**config.mk**
```make
export PLATFORM = sky130hd
export DESIGN_NAME = seg_xlate_front
export DESIGN_NICKNAME = d
export VERILOG_FILES = /design/src/rtl/seg_xlate_pkg.sv /design/src/rtl/seg_base_mux.sv /design/src/rtl/seg_route_decode.sv /design/src/rtl/seg_xlate_front.sv
export SDC_FILE = /design/constraint.sdc
export NUM_CORES = 1
export LEC_CHECK = 0
export ABC_AREA = 1
export ABC_CLOCK_PERIOD_IN_PS = 5500
export BUFFER_PORTS_ARGS = -buffer_cell sky130_fd_sc_hd__buf_2
export CAP_MARGIN = 10
export CORE_AREA = 10 10 130 132
export DETAILED_ROUTE_END_ITERATION = 8
export DIE_AREA = 0 0 140 142
export GPL_TIMING_DRIVEN = 0
export PLACE_DENSITY = 0.68
export SYNTH_ARGS = -nofsm -noshare
export SYNTH_HDL_FRONTEND = slang
export SYNTH_SLANG_ARGS = --single-unit
```
**constraint.sdc**
```tcl
create_clock -name clk -period 5.5 [get_ports clk]
set_input_delay 0.825 -clock clk [delete_from_list [all_inputs] [get_ports clk]]
set_output_delay 0.825 -clock clk [all_outputs]
set_load 0.005 [all_outputs]
```
**src/rtl/seg_xlate_pkg.sv**
```systemverilog
package seg_xlate_pkg;

  typedef enum logic [1:0] {
    ACC_RD  = 2'd0,
    ACC_WR  = 2'd1,
    ACC_EX  = 2'd2,
    ACC_RSV = 2'd3
  } acc_kind_e;

  typedef enum logic [1:0] {
    ROUTE_FLAT = 2'd0,
    ROUTE_SEG  = 2'd1,
    ROUTE_TLB  = 2'd2
  } route_e;

  typedef enum logic [1:0] {
    ST_IDLE  = 2'd0,
    ST_TREQ  = 2'd1,
    ST_TWAIT = 2'd2,
    ST_RESP  = 2'd3
  } xl_state_e;

  localparam int PERM_W = 3;
  localparam logic [PERM_W-1:0] PERM_ALL = 3'b111;

endpackage

```
**src/rtl/seg_base_mux.sv**
```systemverilog
module seg_base_mux #(
  parameter int SEG_BITS = 4,
  parameter int KB_W     = ((1 << SEG_BITS) / 2) * SEG_BITS
) (
  input  logic [SEG_BITS-1:0] seg,
  input  logic [KB_W-1:0]     base_lo,
  input  logic [KB_W-1:0]     base_hi,
  output logic [SEG_BITS-1:0] nib
);
  localparam int NSEG = 1 << SEG_BITS;
  localparam int HALF = NSEG / 2;

  logic [SEG_BITS-1:0] tbl [NSEG];

  // Lower half of the segments reads the low register, upper half the high one
  for (genvar g = 0; g < HALF; g++) begin : g_nib
    assign tbl[g]        = base_lo[g*SEG_BITS +: SEG_BITS];
    assign tbl[g + HALF] = base_hi[g*SEG_BITS +: SEG_BITS];
  end

  assign nib = tbl[seg];
endmodule

```
**src/rtl/seg_route_decode.sv**
```systemverilog
module seg_route_decode
  import seg_xlate_pkg::*;
#(
  parameter int AW       = 32,
  parameter int SEG_BITS = 4,
  parameter int REG_W    = 32,
  parameter int KB_W     = ((1 << SEG_BITS) / 2) * SEG_BITS,
  parameter logic [REG_W-1:0] EN_MASK = 'hC
) (
  input  logic [AW-1:0]              vaddr,
  input  logic [1:0]                 kind,
  input  logic                       user,
  input  logic [REG_W-1:0]           cfg_global,
  input  logic [(1<<SEG_BITS)-1:0]   seg_en,
  input  logic [KB_W-1:0]            kb_lo,
  input  logic [KB_W-1:0]            kb_hi,
  output route_e                     route,
  output logic [AW-1:0]              seg_paddr,
  output logic                       itlb,
  output logic [1:0]                 fwd_kind
);
  localparam int OFF_W = AW - SEG_BITS;

  logic [SEG_BITS-1:0] seg;
  logic [SEG_BITS-1:0] nib;
  logic                xl_on;

  assign seg   = vaddr[AW-1 -: SEG_BITS];
  assign xl_on = |(cfg_global & EN_MASK);

  seg_base_mux #(
    .SEG_BITS (SEG_BITS),
    .KB_W     (KB_W)
  ) u_base (
    .seg     (seg),
    .base_lo (kb_lo),
    .base_hi (kb_hi),
    .nib     (nib)
  );

  // Direct mapping is a supervisor-only shortcut taken before any TLB lookup
  always_comb begin
    if (!xl_on)                  route = ROUTE_FLAT;
    else if (!user && seg_en[seg]) route = ROUTE_SEG;
    else                         route = ROUTE_TLB;
  end

  assign seg_paddr = {nib, vaddr[OFF_W-1:0]};
  assign itlb      = (kind == ACC_EX);
  assign fwd_kind  = (kind == ACC_RSV) ? ACC_RD : kind;
endmodule

```
**src/rtl/seg_xlate_front.sv**
```systemverilog
module seg_xlate_front
  import seg_xlate_pkg::*;
#(
  parameter int AW       = 32,
  parameter int SEG_BITS = 4,
  parameter int REG_W    = 32,
  parameter int KB_W     = ((1 << SEG_BITS) / 2) * SEG_BITS,
  parameter logic [REG_W-1:0] EN_MASK = 'hC
) (
  input  logic                      clk,
  input  logic                      rst_n,
  input  logic                      req_valid,
  output logic                      req_ready,
  input  logic [AW-1:0]             req_vaddr,
  input  logic [1:0]                req_kind,
  input  logic                      req_user,
  input  logic [REG_W-1:0]          cfg_global,
  input  logic [(1<<SEG_BITS)-1:0]  cfg_mmu_seg,
  input  logic [KB_W-1:0]           kbase_lo,
  input  logic [KB_W-1:0]           kbase_hi,
  output logic                      tlb_req_valid,
  input  logic                      tlb_req_ready,
  output logic                      tlb_req_itlb,
  output logic [AW-1:0]             tlb_req_vaddr,
  output logic [1:0]                tlb_req_kind,
  output logic                      tlb_req_user,
  input  logic                      tlb_rsp_valid,
  input  logic [AW-1:0]             tlb_rsp_paddr,
  input  logic [PERM_W-1:0]         tlb_rsp_perm,
  input  logic                      tlb_rsp_miss,
  output logic                      res_valid,
  input  logic                      res_ready,
  output logic [AW-1:0]             res_paddr,
  output logic [PERM_W-1:0]         res_perm,
  output logic                      res_miss
);
  xl_state_e           state_q;
  route_e              route;
  logic [AW-1:0]       seg_paddr;
  logic                dec_itlb;
  logic [1:0]          dec_kind;
  logic                take;

  logic [AW-1:0]       rp_q;
  logic [PERM_W-1:0]   rperm_q;
  logic                rmiss_q;
  logic [AW-1:0]       tva_q;
  logic                titlb_q;
  logic [1:0]          tkind_q;
  logic                tuser_q;

  seg_route_decode #(
    .AW       (AW),
    .SEG_BITS (SEG_BITS),
    .REG_W    (REG_W),
    .KB_W     (KB_W),
    .EN_MASK  (EN_MASK)
  ) u_dec (
    .vaddr      (req_vaddr),
    .kind       (req_kind),
    .user       (req_user),
    .cfg_global (cfg_global),
    .seg_en     (cfg_mmu_seg),
    .kb_lo      (kbase_lo),
    .kb_hi      (kbase_hi),
    .route      (route),
    .seg_paddr  (seg_paddr),
    .itlb       (dec_itlb),
    .fwd_kind   (dec_kind)
  );

  assign take = req_valid && (state_q == ST_IDLE);

  always_ff @(posedge clk or negedge rst_n) begin
    if (!rst_n) begin
      state_q <= ST_IDLE;
      rp_q    <= '0;
      rperm_q <= '0;
      rmiss_q <= 1'b0;
      tva_q   <= '0;
      titlb_q <= 1'b0;
      tkind_q <= 2'd0;
      tuser_q <= 1'b0;
    end else begin
      case (state_q)
        ST_IDLE: if (take) begin
          case (route)
            ROUTE_FLAT: begin
              rp_q    <= req_vaddr;
              rperm_q <= PERM_ALL;
              rmiss_q <= 1'b0;
              state_q <= ST_RESP;
            end
            ROUTE_SEG: begin
              rp_q    <= seg_paddr;
              rperm_q <= PERM_ALL;
              rmiss_q <= 1'b0;
              state_q <= ST_RESP;
            end
            default: begin
              tva_q   <= req_vaddr;
              titlb_q <= dec_itlb;
              tkind_q <= dec_kind;
              tuser_q <= req_user;
              state_q <= ST_TREQ;
            end
          endcase
        end
        ST_TREQ: if (tlb_req_ready) state_q <= ST_TWAIT;
        ST_TWAIT: if (tlb_rsp_valid) begin
          rp_q    <= tlb_rsp_paddr;
          rperm_q <= tlb_rsp_perm;
          rmiss_q <= tlb_rsp_miss;
          state_q <= ST_RESP;
        end
        default: if (res_ready) state_q <= ST_IDLE;
      endcase
    end
  end

  assign req_ready     = (state_q == ST_IDLE);
  assign tlb_req_valid = (state_q == ST_TREQ);
  assign tlb_req_itlb  = titlb_q;
  assign tlb_req_vaddr = tva_q;
  assign tlb_req_kind  = tkind_q;
  assign tlb_req_user  = tuser_q;
  assign res_valid     = (state_q == ST_RESP);
  assign res_paddr     = rp_q;
  assign res_perm      = rperm_q;
  assign res_miss      = rmiss_q;
endmodule

```
After elaboration in Yosys (flattened, before gate mapping)
Cells that the tools add are included.
{ "op_classes": {"n_lt_le_gt_ge": 2, "eq_ne": 11, "muxes": 26, "bitwise": 2, "reduce_logical": 13} }
{ "op_table": {"columns": ["operator", "n"], "rows": [
  ["32-bit case mux with 2 select lines", 2],
  ["32-bit two-way mux", 2],
  ["4-bit binary-select mux with 4-bit select", 1],
  ["2-bit two-way mux", 8],
  ["4-bit AND reduction", 3],
  ["3-bit two-way mux", 3],
  ["2-bit == test, second input constant", 4],
  ["4-bit two-way mux", 2],
  ["2-bit case mux with 3 select lines", 1],
  ["3-bit case mux with 2 select lines", 1],
  ["5-bit >= comparator, second input constant", 1],
  ["4-bit by 5-bit less-than comparator with 1-bit output, second input constant", 1],
  ["4-bit NOT with 5-bit output", 1],
  ["1-bit binary-select mux with 4-bit select", 1],
  ["2-bit by 1-bit == test with 1-bit output, second input constant", 2],
  ["2-bit zero test", 2],
  ["1-bit two-way mux", 4],
  ["2-bit by 1-bit inequality test with 1-bit output, second input constant", 2],
  ["2-bit inequality test, second input constant", 2],
  ["4-bit nonzero test", 1],
  ["2-bit OR reduction", 2],
  ["3-bit by 1-bit inequality test with 1-bit output, second input constant", 1],
  ["3-bit AND reduction", 1],
  ["1-bit logical AND", 2],
  ["4 further kinds", 4]
]} }
{ "word_totals": {"regBits": 74, "out_inout_bits": 75, "elab_cells": 62} }

Logic depth before layout (Yosys ltp)
{ "logic_depth": {"word_depth": 10, "ltp_mapped": 16, "depth_no_buf": 14} }

By module
From an unflattened synthesis, not the netlist that was laid out.
{ "unflattened": {"cells_unflattened": 786, "area_unflattened_um2": 5233.8} }
{ "modules_own_cells": {"columns": ["mod", "n_inst", "cells_each", "area_per_inst_um2", "seq_area_each_um2"], "rows": [
  ["seg_xlate_front", 1, 503, 3906.2, 1851.8],
  ["seg_base_mux", 1, 195, 854.6, 0.0],
  ["seg_route_decode", 1, 88, 473.0, 0.0]
]} }

Worst setup path after synthesis
OpenSTA, ideal clock, no wires.
{ "synth_timing": {"kind": "input to register", "from": "input req_vaddr[28]", "to": "register rp_q[28], in the netlist res_paddr[28]", "setup_ns": 0.116, "t_arrival_ns": 2.122, "slack_ns": 3.262, "cell_stages": 14, "n_path_buf": 4, "cell_sequence": "buf_6 -> buf_4 -> nand2_1 -> nand3_1 -> nand3_1 -> nand3_2 -> nand2_4 -> nand3_2 -> nand3_2 -> nand3_4 -> buf_6 -> buf_6 -> nand2_1 -> nand2_1"} }
{ "synth_between": {"elab_chain_len": 9, "word_cells_on_any_way": 16} }
{ "synth_lines": {"columns": ["element", "line_no", "text"], "rows": [
  ["from (decl)", "seg_xlate_front.sv:14", "input logic [AW-1:0] req_vaddr,"],
  ["1-bit binary-select mux with 4-bit select", "seg_route_decode.sv:44", "else if (!user && seg_en[seg]) route = ROUTE_SEG;"],
  ["1-bit two-way mux (implied by the code)", "seg_route_decode.sv:44", null],
  ["1-bit logical AND", "seg_route_decode.sv:44", null],
  ["2-bit two-way mux", "seg_route_decode.sv:44", null],
  ["2-bit two-way mux", "seg_route_decode.sv:43", "if (!xl_on) route = ROUTE_FLAT;"],
  ["2-bit by 1-bit == test with 1-bit output / 2-bit zero test (equally long branches)", "seg_xlate_front.sv:87", "case (route)"],
  ["32-bit case mux with 2 select lines", "seg_xlate_front.sv:87", null],
  ["32-bit two-way mux", "seg_xlate_front.sv:86", "ST_IDLE: if (take) begin"],
  ["32-bit case mux with 2 select lines", "seg_xlate_front.sv:85", "case (state_q)"],
  ["to (signal assigned)", "seg_xlate_front.sv:89", "rp_q <= req_vaddr;"],
  ["to (signal assigned)", "seg_xlate_front.sv:95", "rp_q <= seg_paddr;"],
  ["to (signal assigned)", "seg_xlate_front.sv:111", "rp_q <= tlb_rsp_paddr;"],
  ["to (decl)", "seg_xlate_front.sv:44", "logic [AW-1:0] rp_q;"]
]} }
Parallel ways exist; a longest one is shown, timed or not. The select of a mux whose other input is x is not followed.
A chain may end at the register's enable or synchronous reset.

Worst setup path in the final report
{ "layout_timing": {"from": "register state_q[0]", "to": "register rp_q[4], in the netlist res_paddr[4]"} }
{ "layout_between": {"elab_chain_len": 4, "word_cells_on_any_way": 9} }
{ "layout_lines": {"columns": ["element", "line_no", "text"], "rows": [
  ["from (decl)", "seg_xlate_front.sv:37", "xl_state_e state_q;"],
  ["from (signal assigned)", "seg_xlate_front.sv:76", "state_q <= ST_IDLE;"],
  ["from (signal assigned)", "seg_xlate_front.sv:92", "state_q <= ST_RESP;"],
  ["from (signal assigned)", "seg_xlate_front.sv:98", "state_q <= ST_RESP;"],
  ["2-bit zero test", "seg_xlate_front.sv:72, seg_xlate_front.sv:85", null],
  ["1-bit logical AND", "seg_xlate_front.sv:72", "assign take = req_valid && (state_q == ST_IDLE);"],
  ["2-bit by 1-bit inequality test with 1-bit output (no line)", null, null],
  ["4-bit AND reduction (no line)", null, null]
]} }
Parallel ways exist; a longest one is shown, timed or not.

==> summary.txt <==
Outcome
  – Status: completed

Power
  – Logic pwr share: 46.2%
  – Flop pwr share: 32.8%
  – Int Power: 1710 µW
  – Clock network fraction of design power: a little over a fifth
  – P_sw: 1110 µW
  – Pwr dens: 475 nW/µm²
  – Worst VDD drop: ~0.24 mV
  – Pleak: between 0.003 and 0.004 µW
  – Switching Share: 39.2%

Routing
  – Detailed Route WL: 15,800 µm
  – Number of DRC violations after detailed-routing iteration 0: 225
  – Post-route DRC: 0
  – Pre-Repair DR Iteration Count: 4
  – Final ANT Viol Nets: 0
  – DR vias/cell: 4.41
  – Via Count: 4,417
  – WL per Instance: 15.7 µm

Worst setup path
  – Critical path's largest stage delay: ~0.43 ns
  – Most frequent CP cell: inv_1
  – CP max FO: 10
  – CP Class: flop to flop
  – Worst path arrival time: 2.70 ns
  – Slowest CP cell: dfrtp_1
  – Top Family by Delay on Critical Path: buffers and inverters
  – CP endpoint kind: flop
  – CP startpoint kind: flop
  – Cells along the critical path: inv_1 > ha_1 > clkbuf_1 > inv_1 > o22ai_1 > inv_1 > nand3_4 > clkbuf_1 > o21ai_0
  – Bufs and invs on worst path: 5
  – WP data required: 5.69 ns

Global route
  – Remaining global-route overflow: 0
  – Total GRT Usage: 15.1%
  – Initial antenna violation count: 1
  – Vias in the first global route: 4,562
  – First-pass GRT wire length: 24,400 µm
  – Pin count of the biggest net entering global routing: 50

CTS
  – Clock transition at path regs: 0.06 ns
  – Worst-Skew Late Latency: roughly 0.32 ns
  – Htree depth: 3
  – Clock Sinks: 73
  – Post-CTS Resized: 0
  – TritonCTS clock tree: done
  – CTS Buf Count: 9
  – Post CTS Setup Buffer Count: 0
  – CTS max path bufs: 2
  – CTS Root Cell: clkbuf_16
  – Cts hold-fix bufs: 0

Die
  – Die Span Y: 142 µm
  – Die Wd: 140 µm
  – I/O pin cnt: 264
  – Site Rows: 44
  – Die area: slightly below 20,000 µm²
  – Initial Util: 29.4%
  – Core Footprint: 14,300 µm²

Place
  – Dpl ws: 2.74 ns
  – GPL Wtd Cong: 0.870
  – IO Port Bufs: approximately 230
  – DP HPWL: ~13,000 µm

Timing
  – Max-slew violations: 0
  – Fin Setup TNS: 0 ns
  – Max Clk Rate: ~0.40 GHz
  – Max-slew headroom: between 40% and 50%
  – Worst setup margin: 2.99 ns
  – Clock skew: 0.00521 ns
  – Fin crit share: between 40% and 50%
  – Hold WS: 0.406 ns
  – Fin. Hold Viols: 0
  – RSZ-0062 raised after global routing: false
  – Min Clock Period, post-route: approximately 2.5 ns
  – Setup-failing EPs final: 0
  – Worst-Margin Slew: 0.872 ns

Cells and area
  – Post-layout util: 41.5%
  – Final net count: 1,005
  – Most frequent cells in the layout: 265 x nand2_1, 241 x buf_2, 73 x dfrtp_1
  – Most common cell after layout, fill and taps aside: nand2_1
  – Ratio of cells with drive above 1 in the final layout: 35.9%
  – Synth-to-Final Area Change: 41.2%

Logic synthesis
  – Seq cells post-synth: between 70 and 80
  – Cells after synthesis: 567
  – Cell variety after synth: 27
  – Mapped Nets: roughly 760
  – Sequential area share after synthesis: 43.4%
  – Mapped cell area: 4210 µm²
  – Synth warnings: 0
  – Post-synthesis area per instance: around 7.4 µm²

Run
  – Max cap viols: 0

Min path
  – HP Class: input port to async pin
per-layer routing:
layer / track usage, % / up-vias / part of all wire, %
met4: 4.67 / 0 / 2.2
met5: 0 / - / 0
met3: 3.37 / 18 / 4.9
li1: - / 2286 / -
met2: 25.9 / 124 / 51
met1: 18.5 / 1989 / 42
state kept, by name, summed over array words and instances, names as in the netlist:
name / flops
tlb_req_user: 1
tlb_req_kind: 2
res_perm: 3
state_q: 2
res_paddr: 32
tlb_req_vaddr: 32
res_miss: 1
synthesized netlist by cell type:
master      n  area share [%]
nand3_4     1            0.42
nand2_1   265              24
nand2_4     1            0.27
nand3_1    37             4.4
o21ai_1     9             1.1
nand2_2    10             1.5
ha_1        5             1.5
buf_4       2            0.36
o211ai_1    2            0.36
o21ai_2     6             1.2
a21boi_2    1            0.27
buf_6       6             1.6
o22ai_1     1            0.15
mux2i_1    28             6.7
buf_2      10             1.2
o21ai_0    32             3.8
inv_1      27             2.4
clkbuf_1   15             1.3
nor2_1     21             1.9
inv_4       1            0.15
nand4_1     4            0.59
o221ai_1    1            0.21
inv_2       1           0.089
nand3_2     5             1.2
dfrtp_1    73              43
buf_1       2            0.18
or2_2       1            0.15
power by group through the flow:
stage	Combinational (µW)	Clock, µW	Sequential [µW]
3_5_place_dp	1340	0	931
4_1_cts	1340	613	927
3_3_place_gp	1320	0	921
5_1_grt	1480	636	962
6_report	1300	593	926
2_1_floorplan	705	0	956
final timing paths:
check / start / endpoint / slack, ns / depth (start not counted)
setup / recovery: state_q[0] / res_paddr[4] / 2.99 / 9
hold / removal: rst_n / tlb_req_vaddr[9] / 0.41 / 1
setup reg to reg: state_q[0] / res_paddr[4] / 2.99 / 9
hold reg to reg: res_paddr[13] / res_paddr[13] / 0.47 / 2
max in group asynchronous: rst_n / tlb_req_user / 4.54 / 2
min in group clk: res_paddr[13] / res_paddr[13] / 0.47 / 2
layout make-up:
type | count | area [µm²]
Antenna cell | 1 | 2.50
Buffer | 35 | 196
Clock buffer | 12 | 256
Clock inverter | 4 | 51.3
Fill cell | 1528 | 8370
Inverter | 29 | 111
Multi-Input combinational cell | 430 | 2070
Sequential cell | 73 | 1830
Tap cell | 184 | 230
Timing Repair Buffer | 233 | 1190
worst register-to-register path: stages, from the launching register on:
cell	delay, ns
dfrtp_1	0.43
inv_1	0.10
ha_1	0.14
clkbuf_1	0.41
inv_1	0.31
o22ai_1	0.23
inv_1	0.11
nand3_4	0.13
clkbuf_1	0.37
o21ai_0	0.14
logic make-up after synthesis:
family	after synthesis	synth area share, %
adders and majority gates	5	1.49
muxes	28	6.66
AOI/OAI and AO/OA	52	7.11
DFF	73	43.4
buffers and inverters	64	7.31
and+or+nand+nor	345	34.0
per-stage QoR:
step,total power (µW),instances,instance area (µm²)
3_3_place_gp,2240,983,5600
4_1_cts,2880,1000,5940
5_1_grt,3080,1001,5940
3_5_place_dp,2270,984,5630
6_report,2820,1001,5940
2_1_floorplan,1660,567,4210
No activity file was read; power rests on OpenSTA's default activity.
